==> src/rtl/uart_hostfront_pkg.sv <==
package uart_hostfront_pkg;

  localparam int CH_IDX_W = 3;
  localparam int REG_OFF_W = 4;

  typedef enum logic [1:0] {
    RG_NONE  = 2'd0,
    RG_CHAN  = 2'd1,
    RG_DEV   = 2'd2,
    RG_BCAST = 2'd3
  } region_e;

  localparam logic [6:0] DEV_SRST  = 7'h00;
  localparam logic [6:0] DEV_SLEEP = 7'h01;
  localparam logic [6:0] DEV_SAMP  = 7'h02;
  localparam logic [6:0] DEV_REV   = 7'h03;
  localparam logic [6:0] DEV_ID    = 7'h04;

endpackage

==> src/rtl/uart_hostfront_decode.sv <==
module uart_hostfront_decode
  import uart_hostfront_pkg::*;
#(
  parameter int NCH = 8
) (
  input  logic                 cs_n,
  input  logic                 rd_n,
  input  logic                 wr_n,
  input  logic [7:0]           addr,
  input  logic [NCH-1:0]       dlab,
  output region_e              region,
  output logic [CH_IDX_W-1:0]  ch,
  output logic [REG_OFF_W-1:0] off,
  output logic                 rd_act,
  output logic [NCH-1:0]       sel,
  output logic [NCH-1:0]       we,
  output logic [NCH-1:0]       dl_acc,
  output logic                 wr_srst,
  output logic                 wr_sleep,
  output logic                 wr_samp
);

  logic       wr_act;
  logic       any_act;
  logic       dl_off;
  logic [6:0] dev_off;

  always_comb begin
    rd_act  = !cs_n && !rd_n;
    wr_act  = !cs_n && !wr_n;
    any_act = rd_act || wr_act;
    ch      = addr[6:4];
    off     = addr[3:0];
    dev_off = addr[6:0];
    dl_off  = (addr[3:1] == 3'b000);
    if (!any_act)        region = RG_NONE;
    else if (!addr[7])   region = RG_CHAN;
    else if (addr[6])    region = RG_BCAST;
    else                 region = RG_DEV;
    wr_srst  = wr_act && (region == RG_DEV) && (dev_off == DEV_SRST);
    wr_sleep = wr_act && (region == RG_DEV) && (dev_off == DEV_SLEEP);
    wr_samp  = wr_act && (region == RG_DEV) && (dev_off == DEV_SAMP);
  end

  for (genvar i = 0; i < NCH; i++) begin : g_lane
    logic hit;
    logic tgt;
    always_comb begin
      hit       = (region == RG_CHAN) && (ch == CH_IDX_W'(i));
      tgt       = hit || (wr_act && (region == RG_BCAST));
      sel[i]    = hit;
      we[i]     = wr_act && tgt;
      dl_acc[i] = tgt && dl_off && dlab[i];
    end
  end

endmodule

==> src/rtl/uart_hostfront_devregs.sv <==
module uart_hostfront_devregs
  import uart_hostfront_pkg::*;
#(
  parameter int         NCH   = 8,
  parameter int         DW    = 8,
  parameter logic [7:0] REV   = 8'h03,
  parameter logic [7:0] DEVID = 8'h5C
) (
  input  logic           clk,
  input  logic           rst_n,
  input  logic [DW-1:0]  wdata,
  input  logic [6:0]     dev_off,
  input  logic           wr_srst,
  input  logic           wr_sleep,
  input  logic           wr_samp,
  output logic [NCH-1:0] srst,
  output logic [NCH-1:0] sleep,
  output logic [NCH-1:0] samp8x,
  output logic [DW-1:0]  dev_rdata
);

  logic [NCH-1:0] srst_d;
  logic [NCH-1:0] sleep_d;
  logic [NCH-1:0] samp_d;
  logic           sleep_en;
  logic           samp_en;

  always_comb begin
    srst_d   = wr_srst ? wdata[NCH-1:0] : '0;
    sleep_en = wr_sleep;
    sleep_d  = wdata[NCH-1:0];
    samp_en  = wr_samp;
    samp_d   = wdata[NCH-1:0];
  end

  always_ff @(posedge clk or negedge rst_n) begin
    if (!rst_n) begin
      srst <= '0;
    end else begin
      srst <= srst_d;
    end
  end

  always_ff @(posedge clk or negedge rst_n) begin
    if (!rst_n) begin
      sleep <= '0;
    end else if (sleep_en) begin
      sleep <= sleep_d;
    end
  end

  always_ff @(posedge clk or negedge rst_n) begin
    if (!rst_n) begin
      samp8x <= '0;
    end else if (samp_en) begin
      samp8x <= samp_d;
    end
  end

  always_comb begin
    dev_rdata = '0;
    case (dev_off)
      DEV_SRST:  dev_rdata[NCH-1:0] = srst;
      DEV_SLEEP: dev_rdata[NCH-1:0] = sleep;
      DEV_SAMP:  dev_rdata[NCH-1:0] = samp8x;
      DEV_REV:   dev_rdata = DW'(REV);
      DEV_ID:    dev_rdata = DW'(DEVID);
      default:   dev_rdata = '0;
    endcase
  end

endmodule

==> src/rtl/uart_hostfront_rdmux.sv <==
module uart_hostfront_rdmux
  import uart_hostfront_pkg::*;
#(
  parameter int NCH = 8,
  parameter int DW  = 8
) (
  input  region_e             region,
  input  logic [CH_IDX_W-1:0] ch,
  input  logic                rd_act,
  input  logic [NCH*DW-1:0]   chan_rdata,
  input  logic [DW-1:0]       dev_rdata,
  output logic [DW-1:0]       rdata
);

  logic [DW-1:0] lane [NCH];
  logic [DW-1:0] chan_pick;

  for (genvar i = 0; i < NCH; i++) begin : g_unpack
    assign lane[i] = chan_rdata[i*DW +: DW];
  end

  always_comb begin
    chan_pick = '0;
    for (int i = 0; i < NCH; i++) begin
      if (ch == CH_IDX_W'(i)) chan_pick = lane[i];
    end
  end

  always_comb begin
    rdata = '0;
    if (rd_act) begin
      case (region)
        RG_CHAN: rdata = chan_pick;
        RG_DEV:  rdata = dev_rdata;
        default: rdata = '0;
      endcase
    end
  end

endmodule

==> src/rtl/uart_hostfront.sv <==
module uart_hostfront
  import uart_hostfront_pkg::*;
#(
  parameter int         NCH   = 8,
  parameter int         DW    = 8,
  parameter logic [7:0] REV   = 8'h03,
  parameter logic [7:0] DEVID = 8'h5C
) (
  input  logic                 clk,
  input  logic                 rst_n,
  input  logic                 cs_n,
  input  logic                 rd_n,
  input  logic                 wr_n,
  input  logic [7:0]           addr,
  input  logic [DW-1:0]        wdata,
  output logic [DW-1:0]        rdata,
  output logic [NCH-1:0]       chan_sel,
  output logic [NCH-1:0]       chan_we,
  output logic [REG_OFF_W-1:0] chan_reg,
  output logic [DW-1:0]        chan_wdata,
  output logic [NCH-1:0]       chan_dl_acc,
  input  logic [NCH-1:0]       chan_dlab,
  input  logic [NCH*DW-1:0]    chan_rdata,
  output logic [NCH-1:0]       ch_srst,
  output logic [NCH-1:0]       ch_sleep,
  output logic [NCH-1:0]       ch_samp8x
);

  logic [1:0]          rst_sync;
  logic                rst_int_n;
  region_e             region;
  logic [CH_IDX_W-1:0] ch;
  logic                rd_act;
  logic                wr_srst;
  logic                wr_sleep;
  logic                wr_samp;
  logic [DW-1:0]       dev_rdata;

  always_ff @(posedge clk or negedge rst_n) begin
    if (!rst_n) begin
      rst_sync <= 2'b00;
    end else begin
      rst_sync <= {rst_sync[0], 1'b1};
    end
  end
  assign rst_int_n = rst_sync[1];

  assign chan_wdata = wdata;

  uart_hostfront_decode #(.NCH(NCH)) u_dec (
    .cs_n     (cs_n),
    .rd_n     (rd_n),
    .wr_n     (wr_n),
    .addr     (addr),
    .dlab     (chan_dlab),
    .region   (region),
    .ch       (ch),
    .off      (chan_reg),
    .rd_act   (rd_act),
    .sel      (chan_sel),
    .we       (chan_we),
    .dl_acc   (chan_dl_acc),
    .wr_srst  (wr_srst),
    .wr_sleep (wr_sleep),
    .wr_samp  (wr_samp)
  );

  uart_hostfront_devregs #(.NCH(NCH), .DW(DW), .REV(REV), .DEVID(DEVID)) u_dev (
    .clk       (clk),
    .rst_n     (rst_int_n),
    .wdata     (wdata),
    .dev_off   (addr[6:0]),
    .wr_srst   (wr_srst),
    .wr_sleep  (wr_sleep),
    .wr_samp   (wr_samp),
    .srst      (ch_srst),
    .sleep     (ch_sleep),
    .samp8x    (ch_samp8x),
    .dev_rdata (dev_rdata)
  );

  uart_hostfront_rdmux #(.NCH(NCH), .DW(DW)) u_rd (
    .region     (region),
    .ch         (ch),
    .rd_act     (rd_act),
    .chan_rdata (chan_rdata),
    .dev_rdata  (dev_rdata),
    .rdata      (rdata)
  );

endmodule

==> config.mk <==
export PLATFORM = sky130hd
export DESIGN_NAME = uart_hostfront
export DESIGN_NICKNAME = d
export VERILOG_FILES = /design/src/rtl/uart_hostfront_pkg.sv /design/src/rtl/uart_hostfront_decode.sv /design/src/rtl/uart_hostfront_devregs.sv /design/src/rtl/uart_hostfront_rdmux.sv /design/src/rtl/uart_hostfront.sv
export SDC_FILE = /design/constraint.sdc
export NUM_CORES = 1
export LEC_CHECK = 0
export BUFFER_PORTS_ARGS = -buffer_cell sky130_fd_sc_hd__buf_2
export CORE_MARGIN = 2
export CORE_UTILIZATION = 41
export CTS_BUF_LIST = sky130_fd_sc_hd__clkbuf_4 sky130_fd_sc_hd__clkbuf_8 sky130_fd_sc_hd__clkbuf_16
export DETAILED_ROUTE_END_ITERATION = 16
export PLACE_DENSITY = 0.85
export SETUP_SLACK_MARGIN = 0.05
export SLEW_MARGIN = 0
export SYNTH_ARGS = -nofsm -noshare
export SYNTH_HDL_FRONTEND = slang
export SYNTH_SLANG_ARGS = --single-unit
==> constraint.sdc <==
create_clock -name clk -period 3.1 [get_ports clk]
set_input_delay 0.31 -clock clk [delete_from_list [all_inputs] [get_ports clk]]
set_output_delay 0.31 -clock clk [all_outputs]
set_load 0.05 [all_outputs]
After elaboration in Yosys (flattened, before gate mapping)
Cells that the tools add are included.
{"block": "op_classes", "add_sub_neg": 0, "n_mul": 0, "div_mod_pow": 0, "order_cmp": 0, "eq_ne": 14, "n_shift": 0, "n_mux": 15, "n_bitwise": 0, "n_reduce_logical": 54}
{"op": "$mux 8", "count": 10}
{"op": "$pmux 8 s5", "count": 1}
{"op": "$logic_and 1x1->1", "count": 39}
{"op": "$pmux 8 s2", "count": 1}
{"op": "$eq 7x2->1 const B", "count": 2}
{"op": "$eq 3x3->1 const B", "count": 4}
{"op": "$logic_or 1x1->1", "count": 9}
{"op": "$eq 7x1->1 const B", "count": 1}
{"op": "$eq 7x3->1 const B", "count": 1}
{"op": "$logic_not 7->1", "count": 1}
{"op": "$eq 3x2->1 const B", "count": 2}
{"op": "$logic_not 3->1", "count": 2}
{"op": "$eq 2x2->1 const B", "count": 2}
{"op": "$mux 2", "count": 2}
{"op": "$eq 3x1->1 const B", "count": 1}
{"op": "$logic_not 1->1", "count": 3}
{"op": "$eq 2x1->1 const B", "count": 1}
{"op": "$mux 1", "count": 1}
{"block": "totals", "ff_bits": 26, "latch_bits": 0, "ram_bits": 0, "mem_bits_ro": 0, "input_bits": 93, "out_inout_bits": 68, "mem_count": 0}

Depth between registers and ports, before layout
{"block": "logic_depth", "word_depth": 11, "mapped_depth": 11, "depth_no_buf": 8}

Modules after synthesis
From an unflattened synthesis, not the netlist that was laid out.
{"block": "unflattened", "cells_unflattened": 296, "hier_area_um2": 2442.3}
{"module": "uart_hostfront_devregs", "instances": 1, "cells_each": 89, "area_per_inst_um2": 1092.3, "seq_area_each_um2": 600.6}
{"module": "uart_hostfront_rdmux", "instances": 1, "cells_each": 113, "area_per_inst_um2": 749.5, "seq_area_each_um2": 0.0}
{"module": "uart_hostfront_decode", "instances": 1, "cells_each": 83, "area_per_inst_um2": 486.7, "seq_area_each_um2": 0.0}
{"module": "uart_hostfront", "instances": 1, "cells_each": 11, "area_per_inst_um2": 113.9, "seq_area_each_um2": 50.0}

Worst setup path after synthesis
OpenSTA, ideal clock, no wires.
{"block": "synth_timing", "path_kind": "in2out", "start": "input port addr[6]", "end": "output port rdata[2]", "arrival_ns": 3.277, "path_slack_ns": -0.487, "stages": 8, "path_buffers": 2, "cell_sequence": "buf_2 -> buf_1 -> inv_1 -> a21boi_0 -> ha_1 -> nor3_1 -> or4b_1 -> o21ai_0"}
{"block": "synth_between", "elab_chain_len": 11, "elab_cells_between_ends": 29, "classes_between": "eq/ne: 13; mux: 14; reduce/logical: 2"}
{"item": "start, declared", "line": "uart_hostfront.sv:14", "source": "input logic [7:0] addr,"}
{"item": "$logic_not 3->1", "line": "uart_hostfront_rdmux.sv:25", "source": "if (ch == CH_IDX_W'(i)) chan_pick = lane[i];"}
{"item": "$mux 8 (8 in series)", "line": "uart_hostfront_rdmux.sv:25"}
{"item": "$pmux 8 s2 (*)", "line": "uart_hostfront_rdmux.sv:32", "source": "case (region)"}
{"item": "$mux 8 (*)", "line": "uart_hostfront_rdmux.sv:31", "source": "if (rd_act) begin"}
{"item": "end, declared", "line": "uart_hostfront.sv:16", "source": "output logic [DW-1:0] rdata,"}
Mark *: on every way between the ends. The rest lies on a longest branch, timed or not.

Final worst setup path
{"block": "layout_timing", "start": "input port cs_n", "end": "output port rdata[6]"}
{"block": "layout_between", "elab_chain_len": 7, "elab_cells_between_ends": 9, "classes_between": "eq/ne: 2; mux: 3; reduce/logical: 4"}
{"item": "start, declared", "line": "uart_hostfront.sv:11", "source": "input logic cs_n,"}
{"item": "$logic_not 1->1 (*)", "line": "uart_hostfront_decode.sv:29, uart_hostfront_decode.sv:30"}
{"item": "$logic_and 1x1->1, on equally long branches", "line": "uart_hostfront_decode.sv:29, uart_hostfront_decode.sv:30"}
{"item": "$logic_or 1x1->1", "line": "uart_hostfront_decode.sv:31", "source": "any_act = rd_act || wr_act;"}
{"item": "$mux 2", "line": "uart_hostfront_decode.sv:36", "source": "if (!any_act) region = RG_NONE;"}
{"item": "$eq 2x2->1 / $eq 2x1->1 (equally long branches)", "line": "uart_hostfront_rdmux.sv:32"}
{"item": "$pmux 8 s2", "line": "uart_hostfront_rdmux.sv:32"}
{"item": "$mux 8 (*)", "line": "uart_hostfront_rdmux.sv:31"}
Marked as above.

==> reports/metrics.yaml <==
yosys:
  ys_types: 42
  syn_inst: 230
  yosys_warnings: 0
  yosysMostFrequentCell: "dfrtp_1"
  netlist.area_leader.share_pct: 29.5
  synthTopCellsByArea: "dfrtp_1 (30%), mux2_2 (12%), buf_4 (7.2%), mux2_1 (4.1%), o211a_1 (3.6%)"
  synth_mux_area_share_pct: 20.7
  ys_top_cells_by_count: "dfrtp_1 (26), mux2_2 (24), buf_4 (21), nor2_1 (19), o22ai_1 (11)"
  syn_nets: 326
  syn_area_sq_um: 2200
  ys_seq_elements: 26
  async_reset_ff_share_pct: 100
  synth_compound_area_share_pct: 22.2
  synth-edff-count: 0
  yosysTopAreaCell: "dfrtp_1"
  synth_top_family_by_area: "compound AO/OA/AOI/OAI gates"
  synth_fa_ha_area_share_pct: 1.70
  synth-xor-area-share_pct: 0
  postSynthAreaPerCell_sq_um: 9.57
  seq_area_frac_synth_pct: 29.5
  yosys.area_share.simple_pct: 14.9
  synthFlopType: "dfrtp_1"
timing:
  setup_viol: 0
  report.final.slew_viol_count: 0
  worst_pin_slew_ns: 0.915
  fmax_mhz: 353
  slew_headroom_pct: 39.0
  fin_crit_sh_pct: 91.3
  period_needed_ns: 2.83
  fin_setup_tns_ns: 0
  finalHoldViolCount: 0
  grt_setup_unrepaired: "no"
  skew_ns: 0.00107
  fin_ws_ns: 0.269
route:
  drtIter0Drc: 115
  drtPass1Iterations: 4
  drt-vias-per-instance: 5.43
  wl_per_cell_microns: 16.7
  drc: 0
  drt-total-wl_microns: 7250
  num_vias: 2350
  detail-route-antenna-nets: 0
clock_network:
  h-tree-depth: 1
  clk_latency_ns: 0.27
  clk_pin_slew_ns: 0.08
  root_buffer: "clkbuf_8"
  cts_inserted_buffers: 3
  cts_buffer_depth: 2
  postCtsSetupRepairBufs: 0
  cts_tree: "yes"
  numClockSinks: 26
critical_path:
  ff2ff_path_depth: 0
  crit_chain: "buf_2 -> a21oi_1 -> nand2_1 -> inv_1 -> ha_1 -> or4b_4 -> or4b_1 -> o32ai_2 -> buf_2"
  crit_path_end_kind: "output pin"
  startpoint_type: "primary input"
  r2r_start: "rst_sync[1]"
  path_class: "primary input to output pin"
  crit_path_max_incr_delay_ns: 0.61
  critPathMaxFanout: 4
  r2r-end: "u_dev.srst[5]"
  critPathRequiredTime_ns: 2.79
  crit_slowest_cell: "or4b_1"
  regToRegSetupSlack_ns: 2.16
  critPathArrivalTime_ns: 2.52
  cpMostUsedCell: "buf_2"
cells_and_area:
  drive_above_1_share_pct: 56.5
  antenna_cells: 0
  final_cell_area_sq_um: 3000
  nets: 461
  area_growth_syn_to_layout_pct: 36.0
  fill_cells: 469
  fin_util_pct: 58.3
power:
  swShare_pct: 32.6
  seq_power_share_pct: 44.6
  pwr-share-clk_pct: 23.7
  p_int_uw: 528
  p_sw_uw: 255
  cellPowerDensity_nw_per_um2: 261
  combPwrFrac_pct: 31.7
  ir_drop_v: 0.000318
  leakage_uw: 0.00177
  total_power_uw: 783
floorplan:
  initial_core_util_pct: 42.8
  rows: 26
  core_sq_um: 5140
  die_h_microns: 77.3
  dieWidth_microns: 77.3
  ioPinCount: 161
  fp.dieArea_sq_um: 5970
grt:
  grt_pass1_wl_microns: 11500
  track_usage_pct: 23.9
  grt_pass1_vias: 2316
  grt_max_degree: 28
  antenna_found_initial: 0
  gr-total-overflow: 0
worst_hold_path:
  min_to: "u_dev.samp8x[3]"
  hold_start: "wdata[3]"
  hp-class: "primary input to flop"
  hold_path_depth: 2
outcome:
  status: "finished clean"
place:
  portBuffers: 160
  routabilityCongestion: 0.768
  dpl.hpwl_microns: 5820
  place_ws_ns: 0.116
  postPlaceCellArea_sq_um: 2930
flow_run:
  drv_cap: 0
critical path, delay by kind of cell:
kind | cells | cell delay [ns]
simple gates | 3 | 1.23
fa+ha+maj | 1 | 0.14
compound gates | 2 | 0.32
buf+inv | 3 | 0.52
cell usage in the layout, fill, tap and decap left out, types with 2 or more instances in the layout:
cell | synthesis | routed
inv_1 | 3 | 3
ha_1 | 3 | 3
o21ai_0 | 7 | 3
clkbuf_8 | 0 | 3
o22ai_1 | 11 | 11
a2111oi_0 | 3 | 3
mux2_1 | 8 | 8
o21ai_2 | 0 | 3
o221ai_1 | 2 | 2
a2111o_1 | 3 | 3
nor3_2 | 0 | 2
nand2_1 | 8 | 8
mux4_2 | 2 | 2
nand2b_1 | 3 | 3
a21oi_1 | 3 | 3
o2bb2ai_1 | 4 | 4
buf_4 | 21 | 5
o211a_1 | 8 | 8
nor2b_1 | 7 | 7
mux2i_1 | 5 | 5
o21a_1 | 9 | 9
nor2_1 | 19 | 19
a22o_1 | 2 | 2
a22oi_1 | 4 | 4
buf_2 | 4 | 160
and3_1 | 9 | 9
a211oi_1 | 4 | 4
nor3_1 | 5 | 3
dfrtp_1 | 26 | 26
mux2_2 | 24 | 24
metal layers:
metal	vias to the layer above	share of wire, %	GRT usage, %
met4	0	1.4	7.50
met3	8	7.6	3.76
met2	118	49	42.3
li1	1116	-	-
met1	1108	42	29.8
met5	-	0	0
through the flow:
step,cells,hold WS [ns]
after global routing,433,0.297
after CTS,433,0.293
final,433,0.293
after detailed placement,429,0.0957
after floorplan,230,0.0144
after global placement,429,0.0949
registers in the layout (all words and copies together), names as in the netlist:
name	flops
rst_sync	2
u_dev.samp8x	8
u_dev.srst	8
u_dev.sleep	8
logic make-up after synthesis:
kind of cell    count (synthesis)
other cells                     1
buf+inv                        39
simple gates                   58
fa+ha+maj                       3
mux                            39
flops                          26
compound gates                 64
area by class of cell:
class                   count  area (sq um)  share of cell area [%]
multi-input cells         165          1360                    45.3
flip-flops and latches     26           651                    21.7
well taps                  70          87.6                    2.92
clock buffers               3          41.3                    1.38
repair buffers            166           848                    28.3
inverters                   3          11.3                   0.376
power by group through the flow:
| stage | Combinational, uW | Sequential [uW] | Clock (uW) |
|---|---|---|---|
| after floorplan | 154 | 361 | 0 |
| after global placement | 244 | 356 | 0 |
| after detailed placement | 245 | 356 | 0 |
| after CTS | 247 | 350 | 186 |
| after global routing | 268 | 351 | 205 |
| final | 248 | 349 | 185 |
worst max path at each step:
stage / start / to / slack [ns]
after global placement: wr_n / rdata[1] / 0.21
after CTS: wr_n / rdata[1] / 0.08
final: cs_n / rdata[6] / 0.27
after global routing: cs_n / rdata[6] / 0.12
after floorplan: addr[6] / rdata[2] / -0.18
after detailed placement: wr_n / rdata[1] / 0.12
repair_timing:
action                     CTS  global route
hold buffers                 1             0
gates resized for setup      0             3
setup endpoints to repair    0             8
hold endpoints to repair     2             0
Note: power is estimated with default switching activity, not from simulation.
